## config.mk

```make
export PLATFORM = sky130hd
export DESIGN_NAME = fifo_mailbox
export DESIGN_NICKNAME = d
export VERILOG_FILES = /design/src/rtl/mbox_pkg.sv /design/src/rtl/mbox_byte_fifo.sv /design/src/rtl/mbox_flags.sv /design/src/rtl/fifo_mailbox.sv
export SDC_FILE = /design/constraint.sdc
export NUM_CORES = 1
export LEC_CHECK = 0
export BUFFER_PORTS_ARGS = -buffer_cell sky130_fd_sc_hd__buf_2
export CAP_MARGIN = 20
export CORE_UTILIZATION = 40
export CTS_CLUSTER_SIZE = 10
export DETAILED_ROUTE_END_ITERATION = 7
export PLACE_DENSITY_LB_ADDON = 0.05
export SYNTH_ARGS = -nofsm -noshare
export SYNTH_HDL_FRONTEND = slang
export SYNTH_HIERARCHICAL = 1
export SYNTH_SLANG_ARGS = --single-unit
```

## constraint.sdc

```tcl
create_clock -name clk_i -period 3.1 [get_ports clk_i]
set_input_delay 0.155 -clock clk_i [delete_from_list [all_inputs] [get_ports clk_i]]
set_output_delay 0.155 -clock clk_i [all_outputs]
set_load 0.1 [all_outputs]
```

## src/rtl/mbox_pkg.sv

```systemverilog
package mbox_pkg;
  localparam int unsigned DATA_W   = 32;
  localparam int unsigned ADDR_W   = 5;
  localparam int unsigned IDX_W    = ADDR_W - 2;
  localparam int unsigned BYTE_W   = 8;
  localparam int unsigned BYTE_LSB = 8;
  localparam int unsigned NUM_COND = 4;

  typedef enum logic [IDX_W-1:0] {
    IDX_INT  = 3'd0,
    IDX_DATA = 3'd1,
    IDX_STAT = 3'd2
  } reg_idx_e;

  // bit position of each condition, shared by request, enable and status fields
  localparam int unsigned COND_TXE  = 0;
  localparam int unsigned COND_TXNF = 1;
  localparam int unsigned COND_RXNE = 2;
  localparam int unsigned COND_RXO  = 3;
endpackage

```

## src/rtl/mbox_byte_fifo.sv

```systemverilog
module mbox_byte_fifo #(
  parameter int unsigned DEPTH = 8,
  parameter int unsigned WIDTH = 8
) (
  input  logic             clk_i,
  input  logic             rst_ni,
  input  logic             push_i,
  input  logic [WIDTH-1:0] data_i,
  input  logic             pop_i,
  output logic [WIDTH-1:0] data_o,
  output logic             empty_o,
  output logic             full_o,
  output logic             drop_o
);
  localparam int unsigned PW = (DEPTH > 1) ? $clog2(DEPTH) : 1;
  localparam int unsigned CW = $clog2(DEPTH + 1);
  localparam logic [PW-1:0] LAST = PW'(DEPTH - 1);
  localparam logic [CW-1:0] FULL_CNT = CW'(DEPTH);

  logic [WIDTH-1:0] mem_q [DEPTH];
  logic [PW-1:0]    wr_ptr_q, rd_ptr_q;
  logic [CW-1:0]    cnt_q;
  logic             do_push, do_pop;

  assign empty_o = (cnt_q == '0);
  assign full_o  = (cnt_q == FULL_CNT);
  assign do_push = push_i & ~full_o;
  assign do_pop  = pop_i & ~empty_o;
  assign drop_o  = push_i & full_o;
  // empty queue presents zero so an empty read returns nothing stale
  assign data_o  = empty_o ? '0 : mem_q[rd_ptr_q];

  always_ff @(posedge clk_i or negedge rst_ni) begin
    if (!rst_ni) begin
      wr_ptr_q <= '0;
      rd_ptr_q <= '0;
      cnt_q    <= '0;
    end else begin
      if (do_push) wr_ptr_q <= (wr_ptr_q == LAST) ? '0 : wr_ptr_q + 1'b1;
      if (do_pop)  rd_ptr_q <= (rd_ptr_q == LAST) ? '0 : rd_ptr_q + 1'b1;
      case ({do_push, do_pop})
        2'b10:   cnt_q <= cnt_q + 1'b1;
        2'b01:   cnt_q <= cnt_q - 1'b1;
        default: cnt_q <= cnt_q;
      endcase
    end
  end

  always_ff @(posedge clk_i) begin
    if (do_push) mem_q[wr_ptr_q] <= data_i;
  end
endmodule

```

## src/rtl/mbox_flags.sv

```systemverilog
module mbox_flags #(
  parameter int unsigned NC = 4
) (
  input  logic          clk_i,
  input  logic          rst_ni,
  input  logic [NC-1:0] set_i,
  input  logic [NC-1:0] clr_i,
  input  logic          en_we_i,
  input  logic [NC-1:0] en_i,
  output logic [NC-1:0] req_o,
  output logic [NC-1:0] en_o,
  output logic          irq_o
);
  logic [NC-1:0] en_q;
  logic          irq_q;

  for (genvar g = 0; g < NC; g++) begin : g_req
    logic flag_q;
    // a condition present in the clearing cycle wins
    always_ff @(posedge clk_i or negedge rst_ni) begin
      if (!rst_ni)        flag_q <= 1'b0;
      else if (set_i[g])  flag_q <= 1'b1;
      else if (clr_i[g])  flag_q <= 1'b0;
    end
    assign req_o[g] = flag_q;
  end

  always_ff @(posedge clk_i or negedge rst_ni) begin
    if (!rst_ni) begin
      en_q  <= '0;
      irq_q <= 1'b0;
    end else begin
      if (en_we_i) en_q <= en_i;
      irq_q <= |(req_o & en_q);
    end
  end

  assign en_o  = en_q;
  assign irq_o = irq_q;
endmodule

```

## src/rtl/fifo_mailbox.sv

```systemverilog
module fifo_mailbox
  import mbox_pkg::*;
#(
  parameter int unsigned DEPTH = 8
) (
  input  logic              clk_i,
  input  logic              rst_ni,
  input  logic              bus_sel_i,
  input  logic              bus_we_i,
  input  logic [ADDR_W-1:0] bus_addr_i,
  input  logic [DATA_W-1:0] bus_wdata_i,
  output logic [DATA_W-1:0] bus_rdata_o,
  input  logic              ctl_tx_pop_i,
  output logic [BYTE_W-1:0] ctl_tx_data_o,
  output logic              ctl_tx_valid_o,
  input  logic              ctl_rx_push_i,
  input  logic [BYTE_W-1:0] ctl_rx_data_i,
  output logic              irq_o
);
  localparam int unsigned NC = NUM_COND;
  localparam int unsigned PAD_INT  = DATA_W - 2 * NC;
  localparam int unsigned PAD_STAT = DATA_W - NC;
  localparam int unsigned PAD_HI   = DATA_W - BYTE_LSB - BYTE_W;

  logic [IDX_W-1:0] idx;
  logic wr_int, wr_data, wr_stat, rd_data, rd_any;

  assign idx     = bus_addr_i[ADDR_W-1:2];
  assign wr_int  = bus_sel_i &  bus_we_i & (idx == IDX_INT);
  assign wr_data = bus_sel_i &  bus_we_i & (idx == IDX_DATA);
  assign wr_stat = bus_sel_i &  bus_we_i & (idx == IDX_STAT);
  assign rd_any  = bus_sel_i & ~bus_we_i;
  assign rd_data = rd_any & (idx == IDX_DATA);

  // transmit path: host fills, controller drains
  logic [BYTE_W-1:0] tx_head;
  logic tx_empty, tx_full, tx_drop;

  mbox_byte_fifo #(.DEPTH(DEPTH), .WIDTH(BYTE_W)) u_tx_fifo (
    .clk_i   (clk_i),
    .rst_ni  (rst_ni),
    .push_i  (wr_data),
    .data_i  (bus_wdata_i[BYTE_LSB +: BYTE_W]),
    .pop_i   (ctl_tx_pop_i),
    .data_o  (tx_head),
    .empty_o (tx_empty),
    .full_o  (tx_full),
    .drop_o  (tx_drop)
  );

  assign ctl_tx_data_o  = tx_head;
  assign ctl_tx_valid_o = ~tx_empty;

  // receive path: controller fills, host drains
  logic [BYTE_W-1:0] rx_head;
  logic rx_empty, rx_full, rx_ovf;

  mbox_byte_fifo #(.DEPTH(DEPTH), .WIDTH(BYTE_W)) u_rx_fifo (
    .clk_i   (clk_i),
    .rst_ni  (rst_ni),
    .push_i  (ctl_rx_push_i),
    .data_i  (ctl_rx_data_i),
    .pop_i   (rd_data),
    .data_o  (rx_head),
    .empty_o (rx_empty),
    .full_o  (rx_full),
    .drop_o  (rx_ovf)
  );

  // sticky overrun, cleared only through the status word
  logic ovf_q;
  always_ff @(posedge clk_i or negedge rst_ni) begin
    if (!rst_ni)                                ovf_q <= 1'b0;
    else if (rx_ovf)                            ovf_q <= 1'b1;
    else if (wr_stat && bus_wdata_i[COND_RXO])  ovf_q <= 1'b0;
  end

  logic [NC-1:0] cond, clr, req_w, en_w, live;
  always_comb begin
    cond            = '0;
    cond[COND_TXE]  = tx_empty;
    cond[COND_TXNF] = ~tx_full;
    cond[COND_RXNE] = ~rx_empty;
    cond[COND_RXO]  = rx_ovf;
    live            = cond;
    live[COND_RXO]  = ovf_q;
  end

  assign clr = (wr_int | wr_stat) ? bus_wdata_i[NC-1:0] : '0;

  mbox_flags #(.NC(NC)) u_flags (
    .clk_i   (clk_i),
    .rst_ni  (rst_ni),
    .set_i   (cond),
    .clr_i   (clr),
    .en_we_i (wr_int),
    .en_i    (bus_wdata_i[2*NC-1:NC]),
    .req_o   (req_w),
    .en_o    (en_w),
    .irq_o   (irq_o)
  );

  // registered read port
  logic [DATA_W-1:0] rd_mux, rdata_q;
  always_comb begin
    rd_mux = '0;
    case (idx)
      IDX_INT:  rd_mux = {{PAD_INT{1'b0}}, en_w, req_w};
      IDX_DATA: rd_mux = {{PAD_HI{1'b0}}, rx_head, {BYTE_LSB{1'b0}}};
      IDX_STAT: rd_mux = {{PAD_STAT{1'b0}}, live};
      default:  rd_mux = '0;
    endcase
  end

  always_ff @(posedge clk_i or negedge rst_ni) begin
    if (!rst_ni)     rdata_q <= '0;
    else if (rd_any) rdata_q <= rd_mux;
  end

  assign bus_rdata_o = rdata_q;

  logic unused_bits;
  assign unused_bits = ^{bus_addr_i[1:0], bus_wdata_i[DATA_W-1:BYTE_LSB+BYTE_W], tx_drop};
endmodule

```

Word-level counts from Yosys, hierarchy flattened
Memories as Yosys holds them, arrays and structs flattened.
Cells that the tools add are included.
{"block": "classes", "n_addsub": 8, "eq_ne": 14, "muxes": 24, "bitwise": 18, "n_reduce_logical": 10}
{"operator": "$pmux W16 S3", "count": 1}
{"operator": "$mux W8", "count": 2}
{"operator": "$pmux W4 S2", "count": 2}
{"operator": "$mux W1", "count": 14}
{"operator": "$add A3 B1 Y3 const B", "count": 4}
{"operator": "$eq A3 B3 Y1 const B", "count": 4}
{"operator": "$mux W3", "count": 4}
{"operator": "$and A1 B1 Y1", "count": 11}
{"operator": "$reduce_bool A2 Y1", "count": 5}
{"operator": "$add A4 B1 Y4 const B", "count": 2}
{"operator": "$eq A4 B4 Y1 const B", "count": 2}
{"operator": "$logic_not A4 Y1", "count": 2}
{"operator": "$sub A4 B1 Y4 const B", "count": 2}
{"operator": "$not A1 Y1", "count": 5}
{"operator": "$and A4 B4 Y4", "count": 1}
{"operator": "$eq A2 B1 Y1 const B", "count": 2}
{"operator": "$eq A2 B2 Y1 const B", "count": 2}
{"operator": "$mux W4", "count": 1}
{"operator": "$ne A2 B2 Y1 const B", "count": 2}
{"operator": "$reduce_or A4 Y1", "count": 1}
{"operator": "$eq A3 B1 Y1 const B", "count": 1}
{"operator": "$eq A3 B2 Y1 const B", "count": 1}
{"operator": "$logic_not A3 Y1", "count": 1}
{"operator": "$logic_and A1 B1 Y1", "count": 1}
{"operator": "$or A1 B1 Y1", "count": 1}
{"block": "totals", "regBits": 62, "ramBits": 128, "inputBits": 51, "word_cells": 90, "memories": 2}
{"memory": "u_rx_fifo.mem_q", "depth": 8, "word_bits": 8, "rd": 1, "rd_clocked_by_memory_dff": 0, "wr": 1, "line_no": "mbox_byte_fifo.sv:20", "text": "logic [WIDTH-1:0] mem_q [DEPTH];"}
{"memory": "u_tx_fifo.mem_q", "depth": 8, "word_bits": 8, "rd": 1, "rd_clocked_by_memory_dff": 0, "wr": 1, "line_no": "mbox_byte_fifo.sv:20"}

Logic depth before layout (Yosys ltp)
{"block": "depth", "ltp_word": 6, "mapped_depth": 12, "mapped_depth_nobuf": 11}

By module
Netlist, hierarchy kept.
{"module": "mbox_byte_fifo at u_tx_fifo", "n_inst": 1, "cells_per_inst": 164, "area_each_um2": 3109.2, "seq_area_each_um2": 2172.1}
{"module": "mbox_byte_fifo at u_rx_fifo", "n_inst": 1, "cells_per_inst": 163, "area_each_um2": 3096.7, "seq_area_each_um2": 2172.1}
{"module": "fifo_mailbox", "n_inst": 1, "cells_per_inst": 87, "area_each_um2": 903.4, "seq_area_each_um2": 425.4}
{"module": "mbox_flags", "n_inst": 1, "cells_per_inst": 28, "area_each_um2": 364.1, "seq_area_each_um2": 225.2}

Worst setup path after synthesis
No wires, ideal clock.
{"block": "synth_timing", "kind": "reg-to-output", "startpoint": "register u_tx_fifo.rd_ptr_q[0]", "endpoint": "output port ctl_tx_data_o[0]", "t_arrival_ns": 2.343, "t_required_ns": 2.945, "setup_slack_ns": 0.602, "path_stages_with_launch": 6, "path_cell_list": "dfrtp_1 -> buf_4 -> buf_6 -> mux4_2 -> mux2i_1 -> nor2_1"}
{"block": "synth_via", "elab_chain_len": 2}
{"item": "from (decl)", "line_no": "mbox_byte_fifo.sv:21", "text": "logic [PW-1:0] wr_ptr_q, rd_ptr_q;"}
{"item": "from (signal assigned)", "line_no": "mbox_byte_fifo.sv:40", "text": "if (do_pop) rd_ptr_q <= (rd_ptr_q == LAST) ? '0 : rd_ptr_q + 1'b1;"}
{"item": "$mem_v2 Z8 W8"}
{"item": "$mux W8", "line_no": "mbox_byte_fifo.sv:31", "text": "assign data_o = empty_o ? '0 : mem_q[rd_ptr_q];"}
{"item": "to (decl)", "line_no": "fifo_mailbox.sv:14", "text": "output logic [BYTE_W-1:0] ctl_tx_data_o,"}
No other way between the ends.

Worst setup path in the final report
{"block": "layout_timing", "startpoint": "register u_rx_fifo.cnt_q[1]", "endpoint": "register u_rx_fifo.cnt_q[2]"}
{"block": "layout_via", "elab_chain_len": 5, "word_cells_on_any_way": 12}
{"item": "from (decl)", "line_no": "mbox_byte_fifo.sv:22", "text": "logic [CW-1:0] cnt_q;"}
{"item": "from (signal assigned)", "line_no": "mbox_byte_fifo.sv:42", "text": "2'b10: cnt_q <= cnt_q + 1'b1;"}
{"item": "from (signal assigned)", "line_no": "mbox_byte_fifo.sv:43", "text": "2'b01: cnt_q <= cnt_q - 1'b1;"}
{"item": "from (signal assigned)", "line_no": "mbox_byte_fifo.sv:44", "text": "default: cnt_q <= cnt_q;"}
{"item": "$eq A4 B4 Y1 *", "line_no": "mbox_byte_fifo.sv:26", "text": "assign full_o = (cnt_q == FULL_CNT);"}
{"item": "via rx_full", "line_no": "fifo_mailbox.sv:56", "text": "logic rx_empty, rx_full, rx_ovf;"}
{"item": "$not A1 Y1 *", "line_no": "mbox_byte_fifo.sv:27", "text": "assign do_push = push_i & ~full_o;"}
{"item": "$and A1 B1 Y1 *", "line_no": "mbox_byte_fifo.sv:27"}
{"item": "$eq A2 B1 Y1 / $eq A2 B2 Y1 (equally long branches)", "line_no": "mbox_byte_fifo.sv:41", "text": "case ({do_push, do_pop})"}
{"item": "$pmux W4 S2 / $reduce_bool A2 Y1 (equally long branches)"}
Mark *: on every way through the listed nets, which the timed path passes. The rest lies on a longest branch.
A chain may end at the register's enable or synchronous reset.

==> flow_results.xml <==
<?xml version="1.0" encoding="UTF-8"?>
<metrics>
  <group name="critical_path">
    <metric name="cp_slowest_cell" unit="">sky130_fd_sc_hd__dfrtp_1</metric>
    <metric name="cp_common_cell" unit="">sky130_fd_sc_hd__xor2_1</metric>
    <metric name="timing.critical_path.slowest_cell_delay" unit="ps">490</metric>
    <metric name="highest_fanout_seen_on_the_critical_path" unit="">11</metric>
    <metric name="timing.critical_path.from_type" unit="">flip-flop</metric>
    <metric name="timing.reg2reg.worst_path_depth" unit="">9</metric>
    <metric name="element_type_at_the_critical_path_end" unit="">flip-flop</metric>
    <metric name="timing.critical_path.arrival" unit="ps">2800</metric>
    <metric name="timing.critical_path.required" unit="ps">3400</metric>
    <metric name="critPathCapture" unit="">u_rx_fifo/cnt_q[2]$_DFFE_PN0P_</metric>
    <metric name="register_to_register_setup_slack" unit="ps">600</metric>
    <metric name="worst_setup_path_startpoint" unit="">u_rx_fifo/cnt_q[1]$_DFFE_PN0P_</metric>
    <metric name="cp_cell_sequence" unit="">nor4b_2 -&gt; nand2b_1 -&gt; ha_1 -&gt; xor2_1 -&gt; ha_1 -&gt; a21oi_1 -&gt; xor2_1 -&gt; nor2_1 -&gt; xor2_1</metric>
    <metric name="setup.worst_path.class" unit="">reg2reg</metric>
    <metric name="critical-path-top-delay-family" unit="">simple AND/OR/NAND/NOR gates</metric>
    <metric name="timing.critical_path.depth" unit="">9</metric>
    <metric name="capturing_point_of_the_worst_reg2reg_path" unit="">u_rx_fifo/cnt_q[2]$_DFFE_PN0P_</metric>
    <metric name="worst_r2r_startpoint" unit="">u_rx_fifo/cnt_q[1]$_DFFE_PN0P_</metric>
    <metric name="cp.buffers_inverters" unit="">0</metric>
  </group>
  <group name="sta">
    <metric name="setup_tns" unit="ps">0</metric>
    <metric name="clock.fmax" unit="MHz">400.7</metric>
    <metric name="timing.final.max_slew_violations" unit="">0</metric>
    <metric name="finalClockSkew" unit="ps">10.45</metric>
    <metric name="setup_viol" unit="">0</metric>
    <metric name="maxSlewHeadroom" unit="%">39.01</metric>
    <metric name="max_slew.worst_pin.slew" unit="ps">914.9</metric>
    <metric name="grt_setup_unrepaired" unit="">no</metric>
    <metric name="worst_case_hold_slack" unit="ps">10.86</metric>
    <metric name="period_share" unit="%">80.51</metric>
    <metric name="final_critical_path_setup_slack" unit="ps">604.3</metric>
    <metric name="finalHoldViolations" unit="">0</metric>
    <metric name="post-route-min-period" unit="ps">2496</metric>
  </group>
  <group name="cts">
    <metric name="cts_sinks" unit="">174</metric>
    <metric name="insertion_delay" unit="ps">430</metric>
    <metric name="post_cts.resized_instances" unit="">0</metric>
    <metric name="cts_inserted_buffers" unit="">17</metric>
    <metric name="tritoncts" unit="">done</metric>
    <metric name="max-clock-path-buffers" unit="">2</metric>
    <metric name="ctsRootBufferMaster" unit="">sky130_fd_sc_hd__clkbuf_16</metric>
    <metric name="htreeDepth" unit="">4</metric>
    <metric name="clkTransAtPathRegs" unit="ps">70</metric>
  </group>
  <group name="run">
    <metric name="timing.max_cap.violations" unit="">0</metric>
  </group>
  <group name="final_layout">
    <metric name="final_cell_area" unit="um2">8793</metric>
    <metric name="fin_nets" unit="">602</metric>
    <metric name="area_growth_syn_to_layout" unit="%">17.76</metric>
    <metric name="n_fill_cell" unit="">1573</metric>
    <metric name="antenna_cells" unit="">0</metric>
    <metric name="finish.cell_count_without_fillers" unit="">779</metric>
    <metric name="final_util" unit="%">48.46</metric>
    <metric name="final_layout_size_suffix_gt1_share" unit="%">29.64</metric>
  </group>
  <group name="die">
    <metric name="chipHeight" unit="um">138.6</metric>
    <metric name="row_count" unit="">49</metric>
    <metric name="core-area" unit="um2">18150</metric>
    <metric name="die_area" unit="um2">19220</metric>
    <metric name="chipWidth" unit="um">138.6</metric>
    <metric name="floorplan.initialDensity" unit="%">41.15</metric>
    <metric name="design.portCount" unit="">93</metric>
  </group>
  <group name="placed_design">
    <metric name="placedInstanceArea" unit="um2">7996</metric>
    <metric name="globalplace.congestion" unit="">0.7228</metric>
    <metric name="dp.cells" unit="">729</metric>
    <metric name="place_ws" unit="ps">621.2</metric>
    <metric name="port-buffer-count" unit="">58</metric>
    <metric name="detailed_place_hpwl" unit="um">9191</metric>
  </group>
  <group name="global_routing">
    <metric name="pin_count_of_the_biggest_net_entering_global_routing" unit="">33</metric>
    <metric name="grt_overflow_total" unit="">0</metric>
    <metric name="groute.usage.overall" unit="%">16.31</metric>
    <metric name="wire_length_of_the_first_global_routing_pass" unit="um">23040</metric>
    <metric name="number_of_antenna_violations_at_the_first_check_in_global_routing" unit="">0</metric>
    <metric name="grt_pass1_vias" unit="">4181</metric>
  </group>
  <group name="drt">
    <metric name="post-route-drc-count" unit="">18</metric>
    <metric name="antenna_violating_nets_post_route" unit="">0</metric>
    <metric name="post_detailed_route_wirelength_per_cell" unit="um">18.47</metric>
    <metric name="avgViaCountPerCell" unit="">5.064</metric>
    <metric name="vias" unit="">3945</metric>
    <metric name="pre_antenna_drt_iters" unit="">6</metric>
    <metric name="dr.first_iter.drc_count" unit="">241</metric>
    <metric name="routed_wl" unit="um">14390</metric>
  </group>
  <group name="run_status">
    <metric name="violations" unit="">DRC</metric>
    <metric name="result_of_the_run" unit="">complete, but fails checks</metric>
  </group>
  <group name="synth">
    <metric name="synthesis.area_per_instance" unit="um2">16.93</metric>
    <metric name="synth.cell_area" unit="um2">7467</metric>
    <metric name="syn-instance-count" unit="">441</metric>
    <metric name="number_of_warnings_reported_in_the_yosys_synthesis_log" unit="">6</metric>
  </group>
  <group name="power_and_ir_drop">
    <metric name="max-vdd-ir-drop" unit="uV">422.3</metric>
    <metric name="total_leakage_power" unit="nW">3.346</metric>
    <metric name="totalPowerFinal" unit="mW">8.122</metric>
    <metric name="pwr_density_cell" unit="nW/um2">923.7</metric>
  </group>
  <group name="worst_hold_path">
    <metric name="hold_path_class" unit="">in2reg</metric>
    <metric name="min-delay-start" unit="">bus_wdata_i[15]</metric>
    <metric name="hold_depth" unit="">1</metric>
  </group>
</metrics>
## how the worst min path moves through the flow
stage	endpoint	slack [ps]
global route	u_rx_fifo/mem_q[3][4]$_DFFE_PP_	20
floorplan	bus_rdata_o[0]$_DFFE_PN0P_	-140
detailed placement	u_tx_fifo/cnt_q[0]$_DFFE_PN0P_	280
CTS	u_tx_fifo/mem_q[4][7]$_DFFE_PP_	0.2
global placement	u_tx_fifo/cnt_q[3]$_DFFE_PN0P_	270
finish	u_tx_fifo/mem_q[4][7]$_DFFE_PP_	10
## cell type report
class | instances | area [um2] | area share (%)
flip-flops and latches | 174 | 4995 | 56.80
multi-input cells | 235 | 2211 | 25.14
well taps | 229 | 286.5 | 3.258
clock buffers | 20 | 456.7 | 5.194
repair buffers | 100 | 650.6 | 7.399
clock inverters | 12 | 160.2 | 1.821
inverters | 9 | 33.78 | 0.3842
## timing repair
action / in CTS / in global routing
endpoints found under the hold margin: 135 / 0
buffers inserted: 0 / 0
hold buffers: 18 / 0
## registers in the layout, summed over array words and instances, names as in the netlist
register and count:
u_flags/g_req.flag_q 4, u_tx_fifo/rd_ptr_q 3, u_flags/irq_o 1, ovf_q 1, u_tx_fifo/mem_q 64, bus_rdata_o 16
u_tx_fifo/cnt_q 4, u_rx_fifo/rd_ptr_q 3, u_tx_fifo/wr_ptr_q 3, u_flags/en_o 4, u_rx_fifo/cnt_q 4, u_rx_fifo/wr_ptr_q 3
u_rx_fifo/mem_q 64
## worst register-to-register path: cells and delay by family (launching register included)
kind | cells | cell delay, ps
AO/OA/AOI/OAI | 1 | 140
AND/OR/NAND/NOR | 3 | 830
adder cells (fa/ha/maj) | 2 | 520
XOR/XNOR | 3 | 390
flip-flops | 1 | 490
## routing by layer
metal	global-route usage, %	vias to the layer above	wire length (um)
li1	-	1846	-
met1	18.82	1999	5928
met3	3.557	19	547
met2	29.20	81	7667
met5	0	-	0
met4	7.193	0	244
## power breakdown
part,switching [mW],internal [mW]
clock,0.881,1.31
combinational,1.74,0.976
sequential,0.391,2.82
## layout by cell type, fill, tap and decap left out, drive strengths merged, types with 9 or more instances in the layout
master and count:
edfxtp 128, buf 82, dfrtp 46, mux4 32
nor2 26, mux2i 20, clkbuf 20, nand2 18
dlygate4sd3 18, conb 16, nor3 14, ha 14
o21ai 12, nand2b 12, mux2 12, inv 10
a21o 9
Power figures use the tool's default switching activity.
